**src/rtl/lsm_pkg.sv**
```systemverilog
package lsm_pkg;
  typedef enum logic [1:0] {
    ST_RUN  = 2'd0,
    ST_STOP = 2'd1,
    ST_DONE = 2'd2
  } lsm_state_e;
endpackage

```
**src/rtl/lsm_rst_sync.sv**
```systemverilog
module lsm_rst_sync #(
  parameter int STAGES = 2
) (
  input  logic clk,
  input  logic rst_n_in,
  output logic rst_n_out
);
  logic [STAGES-1:0] sync_q;

  always_ff @(posedge clk or negedge rst_n_in) begin
    if (!rst_n_in) sync_q <= '0;
    else           sync_q <= {sync_q[STAGES-2:0], 1'b1};
  end

  assign rst_n_out = sync_q[STAGES-1];
endmodule

```
**src/rtl/lsm_entry_decode.sv**
```systemverilog
module lsm_entry_decode #(
  parameter int CNT_W = 8,
  parameter int REG_W = 4,
  localparam int ENTRY_W = CNT_W + REG_W + 2
) (
  input  logic [ENTRY_W-1:0] word,
  output logic [CNT_W-1:0]   count,
  output logic               want_store,
  output logic [REG_W-1:0]   want_reg,
  output logic               last
);
  localparam int KIND_POS = CNT_W;
  localparam int REG_LO   = CNT_W + 1;
  localparam int LAST_POS = CNT_W + REG_W + 1;

  assign count      = word[CNT_W-1:0];
  assign want_store = word[KIND_POS];
  assign want_reg   = word[REG_LO +: REG_W];
  assign last       = word[LAST_POS];
endmodule

```
**src/rtl/lsm_wild_counter.sv**
```systemverilog
module lsm_wild_counter #(
  parameter int CNT_W = 8
) (
  input  logic             clk,
  input  logic             rst_n,
  input  logic             inc,
  input  logic             clr,
  input  logic [CNT_W-1:0] limit,
  output logic             due
);
  logic [CNT_W-1:0] seen_q, seen_d;
  logic             seen_en;

  always_comb begin
    seen_en = inc | clr;
    seen_d  = seen_q;
    if (clr)      seen_d = '0;
    else if (inc) seen_d = seen_q + 1'b1;
  end

  always_ff @(posedge clk or negedge rst_n) begin
    if (!rst_n)       seen_q <= '0;
    else if (seen_en) seen_q <= seen_d;
  end

  assign due = (seen_q == limit);
endmodule

```
**src/rtl/lsm_seq_ctrl.sv**
```systemverilog
module lsm_seq_ctrl
  import lsm_pkg::*;
#(
  parameter int DEPTH = 16,
  parameter int REG_W = 4,
  localparam int IDX_W = $clog2(DEPTH)
) (
  input  logic             clk,
  input  logic             rst_n,
  input  logic             rpt_valid,
  input  logic             rpt_load,
  input  logic             rpt_store,
  input  logic [REG_W-1:0] rpt_reg,
  input  logic             due,
  input  logic             want_store,
  input  logic [REG_W-1:0] want_reg,
  input  logic             last,
  output logic             cnt_inc,
  output logic             cnt_clr,
  output logic [IDX_W-1:0] idx,
  output logic             hit,
  output logic             miss,
  output logic             stopped,
  output logic             done
);
  localparam logic [IDX_W-1:0] TOP_IDX = IDX_W'(DEPTH - 1);

  lsm_state_e       st_q, st_d;
  logic [IDX_W-1:0] idx_q, idx_d;
  logic             hit_q, hit_d, miss_q, miss_d;
  logic             is_mem, kind_ok, final_entry, idx_en, st_en;

  always_comb begin
    is_mem      = rpt_load | rpt_store;
    kind_ok     = want_store ? (rpt_store & ~rpt_load) : (rpt_load & ~rpt_store);
    final_entry = last | (idx_q == TOP_IDX);
    st_d    = st_q;
    idx_d   = idx_q;
    hit_d   = 1'b0;
    miss_d  = 1'b0;
    cnt_inc = 1'b0;
    cnt_clr = 1'b0;
    if (st_q == ST_RUN && rpt_valid) begin
      if (!due) begin
        if (is_mem) begin
          miss_d = 1'b1;
          st_d   = ST_STOP;
        end else begin
          cnt_inc = 1'b1;
        end
      end else if (kind_ok && rpt_reg == want_reg) begin
        hit_d   = 1'b1;
        cnt_clr = 1'b1;
        if (final_entry) st_d  = ST_DONE;
        else             idx_d = idx_q + 1'b1;
      end else begin
        miss_d = 1'b1;
        st_d   = ST_STOP;
      end
    end
    idx_en = (idx_d != idx_q);
    st_en  = (st_d != st_q);
  end

  always_ff @(posedge clk or negedge rst_n) begin
    if (!rst_n) begin
      st_q   <= ST_RUN;
      idx_q  <= '0;
      hit_q  <= 1'b0;
      miss_q <= 1'b0;
    end else begin
      if (st_en)  st_q  <= st_d;
      if (idx_en) idx_q <= idx_d;
      hit_q  <= hit_d;
      miss_q <= miss_d;
    end
  end

  assign idx     = idx_q;
  assign hit     = hit_q;
  assign miss    = miss_q;
  assign stopped = (st_q == ST_STOP);
  assign done    = (st_q == ST_DONE);
endmodule

```
**src/rtl/lsm_matcher.sv**
```systemverilog
module lsm_matcher #(
  parameter int DEPTH = 16,
  parameter int CNT_W = 8,
  parameter int REG_W = 4,
  localparam int IDX_W   = $clog2(DEPTH),
  localparam int ENTRY_W = CNT_W + REG_W + 2
) (
  input  logic               clk,
  input  logic               rst_n,
  input  logic               rpt_valid,
  input  logic               rpt_load,
  input  logic               rpt_store,
  input  logic [REG_W-1:0]   rpt_reg,
  output logic [IDX_W-1:0]   pat_idx,
  input  logic [ENTRY_W-1:0] pat_word,
  output logic               hit,
  output logic               miss,
  output logic               stopped,
  output logic               done
);
  logic             rst_n_s;
  logic [CNT_W-1:0] count;
  logic             want_store, last, due, cnt_inc, cnt_clr;
  logic [REG_W-1:0] want_reg;

  lsm_rst_sync #(.STAGES(2)) rst_i (
    .clk(clk), .rst_n_in(rst_n), .rst_n_out(rst_n_s)
  );

  lsm_entry_decode #(.CNT_W(CNT_W), .REG_W(REG_W)) dec_i (
    .word(pat_word), .count(count), .want_store(want_store),
    .want_reg(want_reg), .last(last)
  );

  lsm_wild_counter #(.CNT_W(CNT_W)) cnt_i (
    .clk(clk), .rst_n(rst_n_s), .inc(cnt_inc), .clr(cnt_clr),
    .limit(count), .due(due)
  );

  lsm_seq_ctrl #(.DEPTH(DEPTH), .REG_W(REG_W)) seq_i (
    .clk(clk), .rst_n(rst_n_s),
    .rpt_valid(rpt_valid), .rpt_load(rpt_load), .rpt_store(rpt_store),
    .rpt_reg(rpt_reg), .due(due), .want_store(want_store),
    .want_reg(want_reg), .last(last), .cnt_inc(cnt_inc), .cnt_clr(cnt_clr),
    .idx(pat_idx), .hit(hit), .miss(miss), .stopped(stopped), .done(done)
  );
endmodule

```
**config.mk**
```make
export PLATFORM = sky130hd
export DESIGN_NAME = lsm_matcher
export DESIGN_NICKNAME = d
export VERILOG_FILES = /design/src/rtl/lsm_pkg.sv /design/src/rtl/lsm_rst_sync.sv /design/src/rtl/lsm_entry_decode.sv /design/src/rtl/lsm_wild_counter.sv /design/src/rtl/lsm_seq_ctrl.sv /design/src/rtl/lsm_matcher.sv
export SDC_FILE = /design/constraint.sdc
export NUM_CORES = 1
export LEC_CHECK = 0
export BUFFER_PORTS_ARGS = -buffer_cell sky130_fd_sc_hd__buf_2
export CAP_MARGIN = 20
export CORE_MARGIN = 2
export CORE_UTILIZATION = 51
export DETAILED_ROUTE_END_ITERATION = 10
export PLACE_DENSITY_LB_ADDON = 0.25
export SYNTH_ARGS = -nofsm -noshare
export SYNTH_HDL_FRONTEND = slang
export SYNTH_HIERARCHICAL = 1
export SYNTH_SLANG_ARGS = --single-unit
```
**constraint.sdc**
```tcl
create_clock -name clk -period 0.8 [get_ports clk]
set_clock_uncertainty 0.05 [all_clocks]
set_input_delay 0.08 -clock clk [delete_from_list [all_inputs] [get_ports clk]]
set_output_delay 0.08 -clock clk [all_outputs]
set_load 0.1 [all_outputs]
```
Word level (Yosys, flattened, before mapping)
Index checks and enable logic that the tools add are counted.
{"block": "op_classes", "n_addsub": 2, "eq_ne": 7, "muxes": 22, "bitwise": 7, "n_reduce_logical": 5}
{"operator": "$mux W4", "count": 4}
{"operator": "$mux W8", "count": 2}
{"operator": "$mux W1", "count": 11}
{"operator": "$mux W2", "count": 5}
{"operator": "$add A8 B1 Y8 const B", "count": 1}
{"operator": "$eq A8 B8 Y1", "count": 1}
{"operator": "$add A4 B1 Y4 const B", "count": 1}
{"operator": "$eq A4 B4 Y1", "count": 1}
{"operator": "$eq A4 B4 Y1 const B", "count": 1}
{"operator": "$ne A4 B4 Y1", "count": 1}
{"operator": "$or A1 B1 Y1", "count": 3}
{"operator": "$and A1 B1 Y1", "count": 2}
{"operator": "$eq A2 B1 Y1 const B", "count": 1}
{"operator": "$eq A2 B2 Y1 const B", "count": 1}
{"operator": "$logic_and A1 B1 Y1", "count": 2}
{"operator": "$logic_not A2 Y1", "count": 1}
{"operator": "$ne A2 B2 Y1", "count": 1}
{"operator": "$not A1 Y1", "count": 2}
{"operator": "$reduce_and A2 Y1", "count": 1}
{"operator": "$reduce_bool A2 Y1", "count": 1}
{"block": "totals", "ff_bits": 18, "output_inout_bits": 8, "elab_cells": 49}

Longest topological paths before layout
{"block": "depth", "word_depth": 9, "mapped_depth": 10, "depth_no_buf": 8}

Modules after synthesis
Netlist, hierarchy kept.
{"module": "lsm_seq_ctrl", "instances": 1, "cells_per_inst": 40, "area_per_inst_um2": 476.7, "seq_area_each_um2": 200.2}
{"module": "lsm_wild_counter", "instances": 1, "cells_per_inst": 49, "area_per_inst_um2": 474.2, "seq_area_each_um2": 200.2}
{"module": "lsm_entry_decode", "instances": 1, "cells_per_inst": 14, "area_per_inst_um2": 105.1, "seq_area_each_um2": 0.0}
{"module": "lsm_rst_sync", "instances": 1, "cells_per_inst": 3, "area_per_inst_um2": 53.8, "seq_area_each_um2": 50.0}

Worst setup path after synthesis
No wires, ideal clock.
{"block": "synth_path", "path_type": "flip-flop to flip-flop", "startpoint": "reg cnt_i.seen_q[3]", "endpoint": "reg cnt_i.seen_q[7]", "setup_ns": 0.077, "arrival_ns": 2.117, "required_time_ns": 0.673, "path_slack_ns": -1.444, "stages_incl_launch_ff": 11, "path_buffers": 2, "period_less_slack_ns": 2.244, "path_cell_list": "dfrtp_1 > buf_2 > xnor2_1 > nand4_1 > nor2_1 > o211ai_4 > nor3_1 > buf_4 > o2111ai_2 > or3_1 > a21oi_1"}
{"block": "synth_between", "elab_chain_len": 5, "elab_cells_between_ends": 11}
{"element": "start: declaration", "line": "lsm_wild_counter.sv:11", "text": "logic [CNT_W-1:0] seen_q, seen_d;"}
{"element": "start signal: assignment", "line": "lsm_wild_counter.sv:23", "text": "else if (seen_en) seen_q <= seen_d;"}
{"element": "$eq A8 B8 Y1 (*)", "line": "lsm_wild_counter.sv:26", "text": "assign due = (seen_q == limit);"}
{"element": "via due", "line": "lsm_matcher.sv:23", "text": "logic want_store, last, due, cnt_inc, cnt_clr;"}
{"element": "$mux W1 (*)", "line": "lsm_seq_ctrl.sv:44", "text": "if (!due) begin"}
{"element": "$mux W1 (*)", "line": "lsm_seq_ctrl.sv:43", "text": "if (st_q == ST_RUN && rpt_valid) begin"}
{"element": "via cnt_clr", "line": "lsm_matcher.sv:23"}
{"element": "$reduce_bool A2 Y1 (no line) or $or A1 B1 Y1 (tied branches)"}
{"element": "$reduce_and A2 Y1 (no line)"}
The timed path passes the listed nets; every way through them passes the cells marked *. The select of a mux whose other input is x is not followed.
A chain may end at the register's enable or synchronous reset.

Worst setup path after layout
{"block": "layout_path", "startpoint": "reg cnt_i.seen_q[3]", "endpoint": "reg cnt_i.seen_q[5]"}
Same word-level chain as after synthesis.

==> results_dict.tcl <==
set metrics [dict create \
    cts.clk_slew.worst_paths_ns 0.11 \
    postSynthCellCount 106 \
    drt_iter0_drc 19 \
    drive_gt1_frac 0.677 \
    reg2reg_from "cnt_i/seen_q[3]" \
    powerDensity_mw_per_mm2 943 \
    hpwl_um 2020 \
    yosys_register_bits 18 \
    dieWidth_um 50.7 \
    ys_seq_area_frac 0.406 \
    hold_viol_final 0 \
    period_share 2.77 \
    synth-compound-area-share 0.0800 \
    tns_ns -22.71 \
    grt_pass1_wl_um 4800 \
    min_period_ns 2.21 \
    grt_max_degree 11 \
    diodes 0 \
    synth_edf_count 0 \
    cap_violations 0 \
    synth-xor-area-share 0.159 \
    ioPinCount 31 \
    n_fill_cell 76 \
    slew_violations 0 \
    setup_viol 24 \
    synth-simple-area-share 0.183 \
    crit_path_top_delay_cell "dfrtp_1" \
    synth_top_family_by_area "simple AND/OR/NAND/NOR gates" \
    cts_root_buffer "clkbuf_4" \
    placementRows 16 \
    cts.htree.levels 1 \
    drt_wl_total_um 3980 \
    worstPathCellList "xnor2_1 > nand4_1 > nor2_4 > o211ai_4 > nor3_4 > o2111ai_4 > or3_4 > a21oi_2" \
    ys_async_sr_fraction 1.00 \
    clkSinkCount 18 \
    worstSkewPairLatency_ns 0.31 \
    critPathMaxStageDelay_ns 0.45 \
    synthAdderAreaFrac 0.0225 \
    io_buffers 30 \
    worst-endpoint-arrival_ns 2.40 \
    cts_tree "done" \
    synth_area_mm2 0.00111 \
    clk_path_buf_depth 2 \
    layout_setup_ws_ns -1.41 \
    post-route-util 0.932 \
    grt_pass1_vias 1033 \
    yosysUniqueCellTypes 31 \
    die-area_mm2 0.00257 \
    final_common_cell "buf_4" \
    core_area_mm2 0.00200 \
    start_kind "flip-flop" \
    r2r.worst_path.cells 8 \
    rsz0062_at_grt "yes" \
    cp.required_ns 0.99 \
    cts_buffers 3 \
    placed_cell_area_mm2 0.00160 \
    syn_avg_cell_area_um2 10.5 \
    ant_nets 0 \
    syn2layout_area_growth_pct 68.1 \
    violations "negative setup slack" \
    grt_overflow 0 \
    drt-wirelength-per-cell_um 21.2 \
    criticalPathCategory "reg2reg" \
    cp-startpoint "cnt_i/seen_q[3]" \
    total_power_mw 1.76 \
    drt_pass1_iterations 4 \
    avgViaCountPerCell 5.71 \
    min_path_type "in2async" \
    start_util 0.554 \
    max_freq_mhz 452 \
    endpoint_kind "flip-flop" \
    via_count 1074 \
    final_nets 187 \
    power_leakage_nw 0.837 \
    die_h_um 50.7 \
    worst-path-max-fanout 4 \
    irDropWorstVdd_mv 1.27 \
    dpl.cell_count 176 \
    antenna_found_initial 0 \
    fin_area_mm2 0.00187 \
    synthMuxAreaShare 0.0293 \
    yosysWarnings 6 \
    layout_common_cells "buf_4 (29), buf_2 (22), dfrtp_1 (11), xnor2_1 (10)" \
    status "finished, violations left" \
    instances_no_fill 188 \
    grtUsageTotal 0.262 \
    syn-num-nets 131 \
    ys.flop_type "dfrtp_1" \
    gp_congestion 0.834 \
    drc 0 \
]
worst max-delay path: cells and delay by family (launching register included):
| kind | cells | cell delay (ns) |
|---|---|---|
| AND/OR/NAND/NOR | 4 | 1.01 |
| flip-flops | 1 | 0.45 |
| AO/OA/AOI/OAI | 3 | 0.41 |
| XOR/XNOR | 1 | 0.24 |
logic make-up (layout without fill, tap and decap cells):
| logic type | after synthesis | in the layout |
|---|---|---|
| simple gates | 34 | 34 |
| mux | 3 | 3 |
| xor+xnor | 18 | 18 |
| fa+ha+maj | 2 | 2 |
| buf+inv | 19 | 74 |
| other cells | 1 | 1 |
| flops | 18 | 18 |
| compound gates | 11 | 11 |
metrics by stage:
| stage | hold slack (ns) | setup WS, ns |
|---|---|---|
| 2_1_floorplan | -0.266 | -1.23 |
| 3_3_place_gp | -0.184 | -1.14 |
| 3_5_place_dp | -0.181 | -1.26 |
| 4_1_cts | 0.0288 | -1.19 |
| 5_1_grt | 0.0309 | -1.49 |
| 6_report | 0.0358 | -1.41 |
what timing repair did:
item,4_1_cts,5_1_grt
resized for setup,24,9
setup buffers,7,5
endpoints found under the hold margin,2,0
pin swaps,8,4
hold buffers,1,0
endpoints found under the setup margin,24,24
synthesized netlist by cell type, types with 2 or more instances:
master   number  area [um^2]
ha_1          2         25.0
xnor2_1      12          105
nand2_1       3         11.3
mux2_1        2         22.5
nor4_1        2         12.5
nor3_1        3         15.0
dfrtp_1      18          450
nor2_1        9         33.8
nand4_1       4         25.0
xor2_1        5         43.8
or3_1         3         18.8
buf_4        15          113
nand3_1       4         20.0
a21oi_1       3         15.0
o21ai_0       3         15.0
buf_2         2         10.0
inv_1         2         7.51
power by group:
part	internal, mW	switching (mW)
logic	0.113	0.123
registers	0.914	0.00185
clock network	0.278	0.330
total	1.30	0.455
metal layers:
layer  up-vias  share of wire  global-route usage
li1        458              -                   -
met1       529           0.36               0.320
met2        67           0.53               0.454
met3        20          0.056              0.0179
met4         0          0.055               0.153
met5         -              0                   0
sequential cells by signal (all words and copies together) (netlist names):
register / cells
seq_i/hit: 1
seq_i/idx: 4
seq_i/st_q: 2
rst_i/sync_q: 2
cnt_i/seen_q: 8
seq_i/miss: 1
path summary, 6_finish.rpt:
| kind | to | slack (ns) |
|---|---|---|
| max | cnt_i/seen_q[5] | -1.41 |
| min | rst_i/sync_q[1] | 0.04 |
| min in group clk | seq_i/st_q[1] | 0.22 |
| min reg2reg | seq_i/st_q[0] | 0.11 |
| max reg2reg | cnt_i/seen_q[5] | -1.41 |
| max in group asynchronous | cnt_i/seen_q[2] | 0.39 |
cell type report:
| type | count | area, um^2 | share of cell area |
|---|---|---|---|
| Clock buffer | 4 | 36.3 | 0.0195 |
| Tap cell | 27 | 33.8 | 0.0181 |
| Timing Repair Buffer | 68 | 588 | 0.315 |
| Multi-Input combinational cell | 69 | 731 | 0.392 |
| Inverter | 2 | 7.51 | 0.00402 |
| Sequential cell | 18 | 469 | 0.252 |
(Power assumes the default switching activity.)
